==> src/rtl/gated_bus_clk.sv <==
module gated_bus_clk (
  input  logic clk,
  input  logic rst_n,
  input  logic en,
  input  logic gate,
  input  logic wr2cyc,
  input  logic rd_strb,
  input  logic wr_strb,
  input  logic wr_next,
  output logic bus_clk,
  output logic clk_run
);

  logic hi_half_q;
  logic run_q;
  logic bclk_q;
  logic want_run;

  assign want_run = !gate || rd_strb || wr_strb || (!wr2cyc && wr_next);

  always_ff @(posedge clk or negedge rst_n) begin
    if (!rst_n) begin
      hi_half_q <= 1'b1;
      run_q     <= 1'b0;
      bclk_q    <= 1'b1;
    end else if (!en) begin
      hi_half_q <= 1'b1;
      run_q     <= 1'b0;
      bclk_q    <= 1'b1;
    end else begin
      hi_half_q <= !hi_half_q;
      if (hi_half_q) begin
        run_q  <= want_run;
        bclk_q <= !want_run;
      end else begin
        bclk_q <= 1'b1;
      end
    end
  end

  assign bus_clk = bclk_q;
  assign clk_run = run_q;


  disabled_high_chk: assert property (@(posedge clk) disable iff (!rst_n)
    !en |=> (bus_clk && !clk_run));


  free_fall_chk: assert property (@(posedge clk) disable iff (!rst_n)
    (en && !gate && hi_half_q) |=> !bus_clk);


  gated_idle_chk: assert property (@(posedge clk) disable iff (!rst_n)
    (en && gate && !rd_strb && !wr_strb && (wr2cyc || !wr_next)) |=> bus_clk);


  low_width_chk: assert property (@(posedge clk) disable iff (!rst_n)
    !bus_clk |=> bus_clk);


  fall_at_decision_chk: assert property (@(posedge clk) disable iff (!rst_n)
    $fell(bus_clk) |-> $past(en && hi_half_q));


  run_covers_low_chk: assert property (@(posedge clk) disable iff (!rst_n)
    !bus_clk |-> clk_run);

endmodule

==> config.mk <==
export PLATFORM = sky130hd
export DESIGN_NAME = gated_bus_clk
export DESIGN_NICKNAME = d
export VERILOG_FILES = /design/src/rtl/gated_bus_clk.sv
export SDC_FILE = /design/constraint.sdc
export NUM_CORES = 1
export LEC_CHECK = 0
export BUFFER_PORTS_ARGS = -buffer_cell sky130_fd_sc_hd__buf_2
export CAP_MARGIN = 20
export CORE_AREA = 2 2 39 41
export DETAILED_ROUTE_END_ITERATION = 16
export DIE_AREA = 0 0 41 43
export PLACE_DENSITY = 0.36
export SYNTH_ARGS = -nofsm -noshare
export SYNTH_HDL_FRONTEND = slang
export SYNTH_SLANG_ARGS = --single-unit
==> constraint.sdc <==
create_clock -name clk -period 0.9 [get_ports clk]
set_input_delay 0.135 -clock clk [delete_from_list [all_inputs] [get_ports clk]]
set_output_delay 0.135 -clock clk [all_outputs]
set_load 0.03 [all_outputs]
# Word-level counts from Yosys, hierarchy flattened
# Cells that the tools add are included.
[op_classes]
n_eq_ne = 1
muxes = 5
n_reduce_logical = 8
[ops]
columns = ["op", "count"]
rows = [
  ["$mux W1", 5],
  ["$logic_not A1 Y1", 4],
  ["$logic_or A1 B1 Y1", 3],
  ["$ne A2 B1 Y1 const B", 1],
  ["$logic_and A1 B1 Y1", 1],
]
[word_totals]
ff_bits = 3
input_bits = 8
output_inout_bits = 2
elab_cells = 17

# Depth between registers and ports, before layout
# Gate-level depths: netlist of the first run.
[logic_depth]
word_depth = 7
depth_mapped = 2
mapped_depth_nobuf = 2

# Worst setup path after synthesis of the first run
# No wires, ideal clock.
[synth_timing]
path_kind = "flip-flop to flip-flop"
from = "register, netlist name clk_run"
to = "register run_q, in the netlist clk_run"
setup_time_ps = 128
t_arrival_ps = 688
slack_ps = 83
path_stages_with_launch = 3
cell_sequence = "dfrtp_1 o21ai_0 a31oi_1"
[synth_lines]
columns = ["item", "line", "source"]
rows = [
  ["end signal: assignment", "33", "run_q <= want_run;"],
  ["end: declaration", "15", "logic run_q;"],
]

# Worst setup path after layout of the first run
[layout_timing]
from = "register bclk_q, in the netlist bus_clk"
to = "output port bus_clk"
[layout_lines]
columns = ["item", "line", "source"]
rows = [
  ["start: declaration", "16", "logic bclk_q;"],
  ["start signal: assignment", "34", "bclk_q <= !want_run;"],
  ["end: declaration", "10", "output logic bus_clk,"],
]
# No word-level cell between the ends.

==> results of run 1 <==
-- layout make-up --
| class | instances | area [um^2] |
|---|---|---|
| Clock buffer | 4 | 26.3 |
| Multi-Input combinational cell | 6 | 41.3 |
| Tap cell | 16 | 20.0 |
| Fill cell | 156 | 1150 |
| Sequential cell | 3 | 77.6 |
| Timing Repair Buffer | 10 | 67.6 |
-- through the flow --
stage | total power, mW | area (um^2) | setup slack, ps | hold slack [ps]
after floorplan | 0.183 | 119 | 83.3 | -161
after global placement | 0.208 | 184 | 94.4 | -71.3
after detailed placement | 0.209 | 184 | 80.1 | -69.9
after CTS | 0.472 | 233 | -119 | 52.0
after global routing | 0.485 | 233 | -131 | 75.2
final | 0.455 | 233 | -103 | 66.8
-- sequential cells by signal (all words and copies together) (netlist names) --
name,cells
bus_clk,1
hi_half_q,1
clk_run,1
-- per-layer routing --
| layer | GRT usage (%) | wire [um] | vias up |
|---|---|---|---|
| met5 | 0 | 0 | - |
| met4 | 8.00 | 0 | 0 |
| met3 | 6.28 | 54 | 0 |
| met2 | 4.38 | 95 | 10 |
| met1 | 4.19 | 146 | 40 |
| li1 | - | - | 60 |
-- cell usage after synthesis --
cell type,count,area share (%)
nand2b_1,1,5.3
o21ai_0,1,4.2
dfrtp_1,1,21
nor3b_2,1,11
a21o_1,1,6.3
nand2_1,1,3.2
a31oi_1,1,5.3
dfstp_2,2,44
-- kinds of logic after synthesis --
kind of cell / share of synthesized area (%)
AO/OA/AOI/OAI: 15.8
AND/OR/NAND/NOR: 18.9
flip-flops: 65.3
-- repair_timing --
action,CTS,global route
hold buffers,1,0
cloned,0,0
pin swaps,0,0
setup endpoints to repair,2,3
gates resized for setup,4,1
endpoints found under the hold margin,3,0
-- where the power goes --
| group | leakage (nW) | internal (mW) | total [mW] | switching, mW |
|---|---|---|---|---|
| combinational | 0.0602 | 0.0343 | 0.0643 | 0.0300 |
| clock | 0.0150 | 0.166 | 0.233 | 0.0673 |
| sequential | 0.0334 | 0.151 | 0.157 | 0.00639 |
-- worst max path at each step --
stage / start / end / slack [ps] / depth (start not counted)
after floorplan: clk_run$_DFFE_PN0P_ / clk_run$_DFFE_PN0P_ / 80 / 2
after global placement: bus_clk$_DFF_PN1_ / bus_clk / 90 / 1
after detailed placement: hi_half_q$_DFF_PN1_ / clk_run$_DFFE_PN0P_ / 80 / 2
after CTS: bus_clk$_DFF_PN1_ / bus_clk / -120 / 1
after global routing: bus_clk$_DFF_PN1_ / bus_clk / -130 / 1
final: bus_clk$_DFF_PN1_ / bus_clk / -100 / 1
==> impl_metrics.ini, run 1 <==
[layout]
layout.cells.non_filler = 39
nets = 32
mostFrequentLayoutCells = buf_2 (7), clkbuf_4 (3), dfstp_2 (2), buf_6 (2)
final_common_cell = buf_2
fin_util_pct = 16.8
insertedDiodeCount = 0
drive_gt1_share_pct = 65.2
area_growth_pct = 95.8

[routing]
vias = 110
ant_nets = 0
drtIter0Drc = 0
vias_per_cell = 2.82
drtPass1Iterations = 1
detail_route.wl_per_cell_um = 7.59
drc = 0
wirelength_um = 296

[die]
die_h_um = 43
ioPinCount = 10
die-area_um2 = 1760
die_w_um = 41
rows = 14
start_util_pct = 8.59
core_area_um2 = 1380

[global_route]
antenna_found_initial = 0
grt_pass1_vias = 139
grt_first_pass_wirelength_um = 448
grt_max_degree = 4
track_usage_pct = 5.13
grt_overflow = 0

[synth]
post_synth.cell_area_avg_um2 = 13.2
synth_cells = 9
yosysWarnings = 0
ys_ff_latch = 3
syn_nets = 17
syn_area_um2 = 119
synth-seq-area-share_pct = 65.3
synth.distinct_cells = 8

[sta]
hold_viol_final = 0
fin_worst_skew_ps = 1.23
fin_crit_ps = 1000
fin_ws_ps = -103
setup_tns_ps = -103
min_period_over_period_pct = 111
rsz0062_at_grt = yes
slew_violations = 0
setup_viol = 1
maxSlewHeadroom_pct = 88.8
tightest_slew_ps = 167
max_freq_mhz = 997

[status]
violations = setup timing
outcome = finished with violations

[placed_design]
gp_congestion = 0.622
place_inst = 34
io_buffer_count = 9

[worst_hold_path]
min_delay_path_depth = 2
hp-class = primary input to register
min_to = hi_half_q$_DFF_PN1_
min-delay-start = en

[critical_path]
endpoint_kind = primary output
r2r_start = hi_half_q$_DFF_PN1_
cp_max_fo = 1
path_class = register to primary output
critPathMaxStageDelay_ps = 520
crit_family = flip-flops
rr_endpoint = bus_clk$_DFF_PN1_
cp_cell_sequence = buf_6
crit_buf_inv = 1
reg2reg_slack_ps = 80
required_ps = 760
r2r_cells = 2
startpoint_type = register
worst_ep_arrival_time_ps = 870
slowest_stage = dfstp_2

[clock_network]
cts_setup_buffers = 0
clk_latency_ps = 230
root_buffer = clkbuf_4
cts_buffer_depth = 2
htree_levels = 1
clk_pin_slew_ps = 40
cts_made_buffers = 3
cts_sinks = 3
cts_tree = built

[power_and_ir_drop]
p_per_area_nw_per_um2 = 1950
ir_drop_v = 0.000232
leakagePower_nw = 0.109

[run]
maxCapViolations = 0
Note: power is estimated with default switching activity, not from simulation.
==> run 2: changes to the inputs <==
ABC_AREA = 1   (was unset)
PLACE_DENSITY = 0.38   (was 0.36)
==> impl_metrics.ini, run 2 <==
[die]
core_area_um2 = 1380
die_h_um = 43
die_w_um = 41
start_util_pct = 9.86
ioPinCount = 10
rows = 14
die-area_um2 = 1760

[worst_hold_path]
hp-class = primary input to register
min-delay-start = en

[critical_path]
crit_start = bus_clk$_DFF_PN1_
cp_cell_sequence = buf_6
worst_ep_arrival_time_ps = 870
required_ps = 760
critPathMaxStageDelay_ps = 520
r2r_start = hi_half_q$_DFF_PN1_
cp_max_fo = 1
endpoint_kind = primary output
slowest_stage = dfstp_2
startpoint_type = register
crit_buf_inv = 1
crit_family = flip-flops
path_class = register to primary output

[synth]
synth_largest_area_cell = dfstp_2
ys_top_cells_by_area = dfstp_2 (39%), dfrtp_1 (18%), inv_1 (11%)
synth_ff_type = dfstp_2
synth-seq-area-share_pct = 56.9
yosys.area.top_type_share_pct = 38.5
ys_ff_latch = 3
synth_cells = 14
post_synth.cell_area_avg_um2 = 9.74
synth.distinct_cells = 8
synth_edf_count = 0
synth.most_common_cell = inv_1
syn_area_um2 = 136
async_reset_ff_share_pct = 100
yosysWarnings = 0
syn_nets = 22
synthTopCellsByCount = inv_1 (4), dfstp_2 (2), nand2_1 (2), nand2_2 (2)

[global_route]
grt_overflow = 0
track_usage_pct = 5.41
grt_max_degree = 4
grt_pass1_vias = 136
grt_first_pass_wirelength_um = 489
antenna_found_initial = 0

[layout]
area_growth_pct = 89.0
finalInstanceArea_um2 = 258
insertedDiodeCount = 0
drive_gt1_share_pct = 65.5
mostFrequentLayoutCells = buf_2 (7), inv_1 (4), clkbuf_4 (3)
nets = 38
final_common_cell = buf_2
layout.cells.non_filler = 45

[placed_design]
place_hpwl_um = 248
place_inst = 39
placed_area_um2 = 201
io_buffer_count = 9
pre_cts_ws_ps = 96.2
gp_congestion = 0.500

[routing]
drtPass1Iterations = 1
dr.max_layer_used = met3
wl_met2_um = 159
ant_nets = 0
drtIter0Drc = 0
drc = 0
vias = 131
detail_route.wl_per_cell_um = 7.36
dr_wl_met3_um = 60
wirelength_um = 331
wl_met1_um = 111
vias_per_cell = 2.91

[status]
violations = setup timing
outcome = finished with violations

[sta]
fin_crit_ps = 1010
hold_viol_final = 0
fin_ws_ps = -108
fin_worst_skew_ps = 3.03
rsz0062_at_grt = yes
min_period_over_period_pct = 112
slew_violations = 0
max_freq_mhz = 993
setup_viol = 1
maxSlewHeadroom_pct = 93.4
tightest_slew_ps = 98.4

[clock_network]
htree_levels = 1
cts_sinks = 3
cts_buffer_depth = 2
clk_latency_ps = 230
cts_tree = built
root_buffer = clkbuf_4
clk_pin_slew_ps = 40
cts_made_buffers = 3

[run]
maxCapViolations = 0

[power_and_ir_drop]
ir_drop_v = 0.000219
power_uw = 469
p_per_area_nw_per_um2 = 1820
leakagePower_nw = 0.138
run 2: per-stage QoR:
step                      hold slack, ps  TNS, ps  util, %
after detailed placement           -68.0        0     14.6
after CTS                           64.9     -116     18.6
after global routing                78.2     -161     18.6
final                               67.6     -108     18.6
after global placement             -74.1        0     14.6
after floorplan                     -161        0        -
run 2: path summary, 6_finish.rpt:
kind / end / depth (start not counted) / slack, ps
setup / recovery: bus_clk / 1 / -110
hold / removal: hi_half_q$_DFF_PN1_ / 2 / 70
setup reg to reg: clk_run$_DFFE_PN0P_ / 4 / 90
hold reg to reg: hi_half_q$_DFF_PN1_ / 1 / 460
max in group asynchronous: hi_half_q$_DFF_PN1_ / 2 / 470
min in group asynchronous: clk_run$_DFFE_PN0P_ / 2 / 230
run 2: metal layers:
metal | vias to the layer above | global-route usage, %
met5 | - | 0
met4 | 0 | 8.00
met3 | 0 | 5.24
met2 | 10 | 6.25
met1 | 52 | 3.83
li1 | 69 | -
run 2: cell type report:
cell class | instances | area (um^2)
clock buffer | 4 | 26.3
fill | 167 | 1130
inverter | 4 | 15.0
multi-input combinational | 7 | 43.8
sequential | 3 | 77.6
tap | 16 | 20.0
timing repair buffer | 11 | 75.1
run 2: kinds of logic after synthesis:
logic type    count (synthesis)  share of synthesized area, %
simple gates                  7                          32.1
flops                         3                          56.9
buf+inv                       4                          11.0
run 2: where the power goes:
part	leakage, nW	switching (mW)	internal [mW]
logic	0.0892	0.0376	0.0403
clock network	0.0150	0.0690	0.166
registers	0.0335	0.00534	0.151
run 2: what timing repair did:
action                                 CTS  global route
endpoints found under the hold margin    3             0
hold buffers                             1             0
setup buffers                            1             0
setup endpoints to repair                2             2
pin swaps                                0             0
gates resized for setup                  4             0
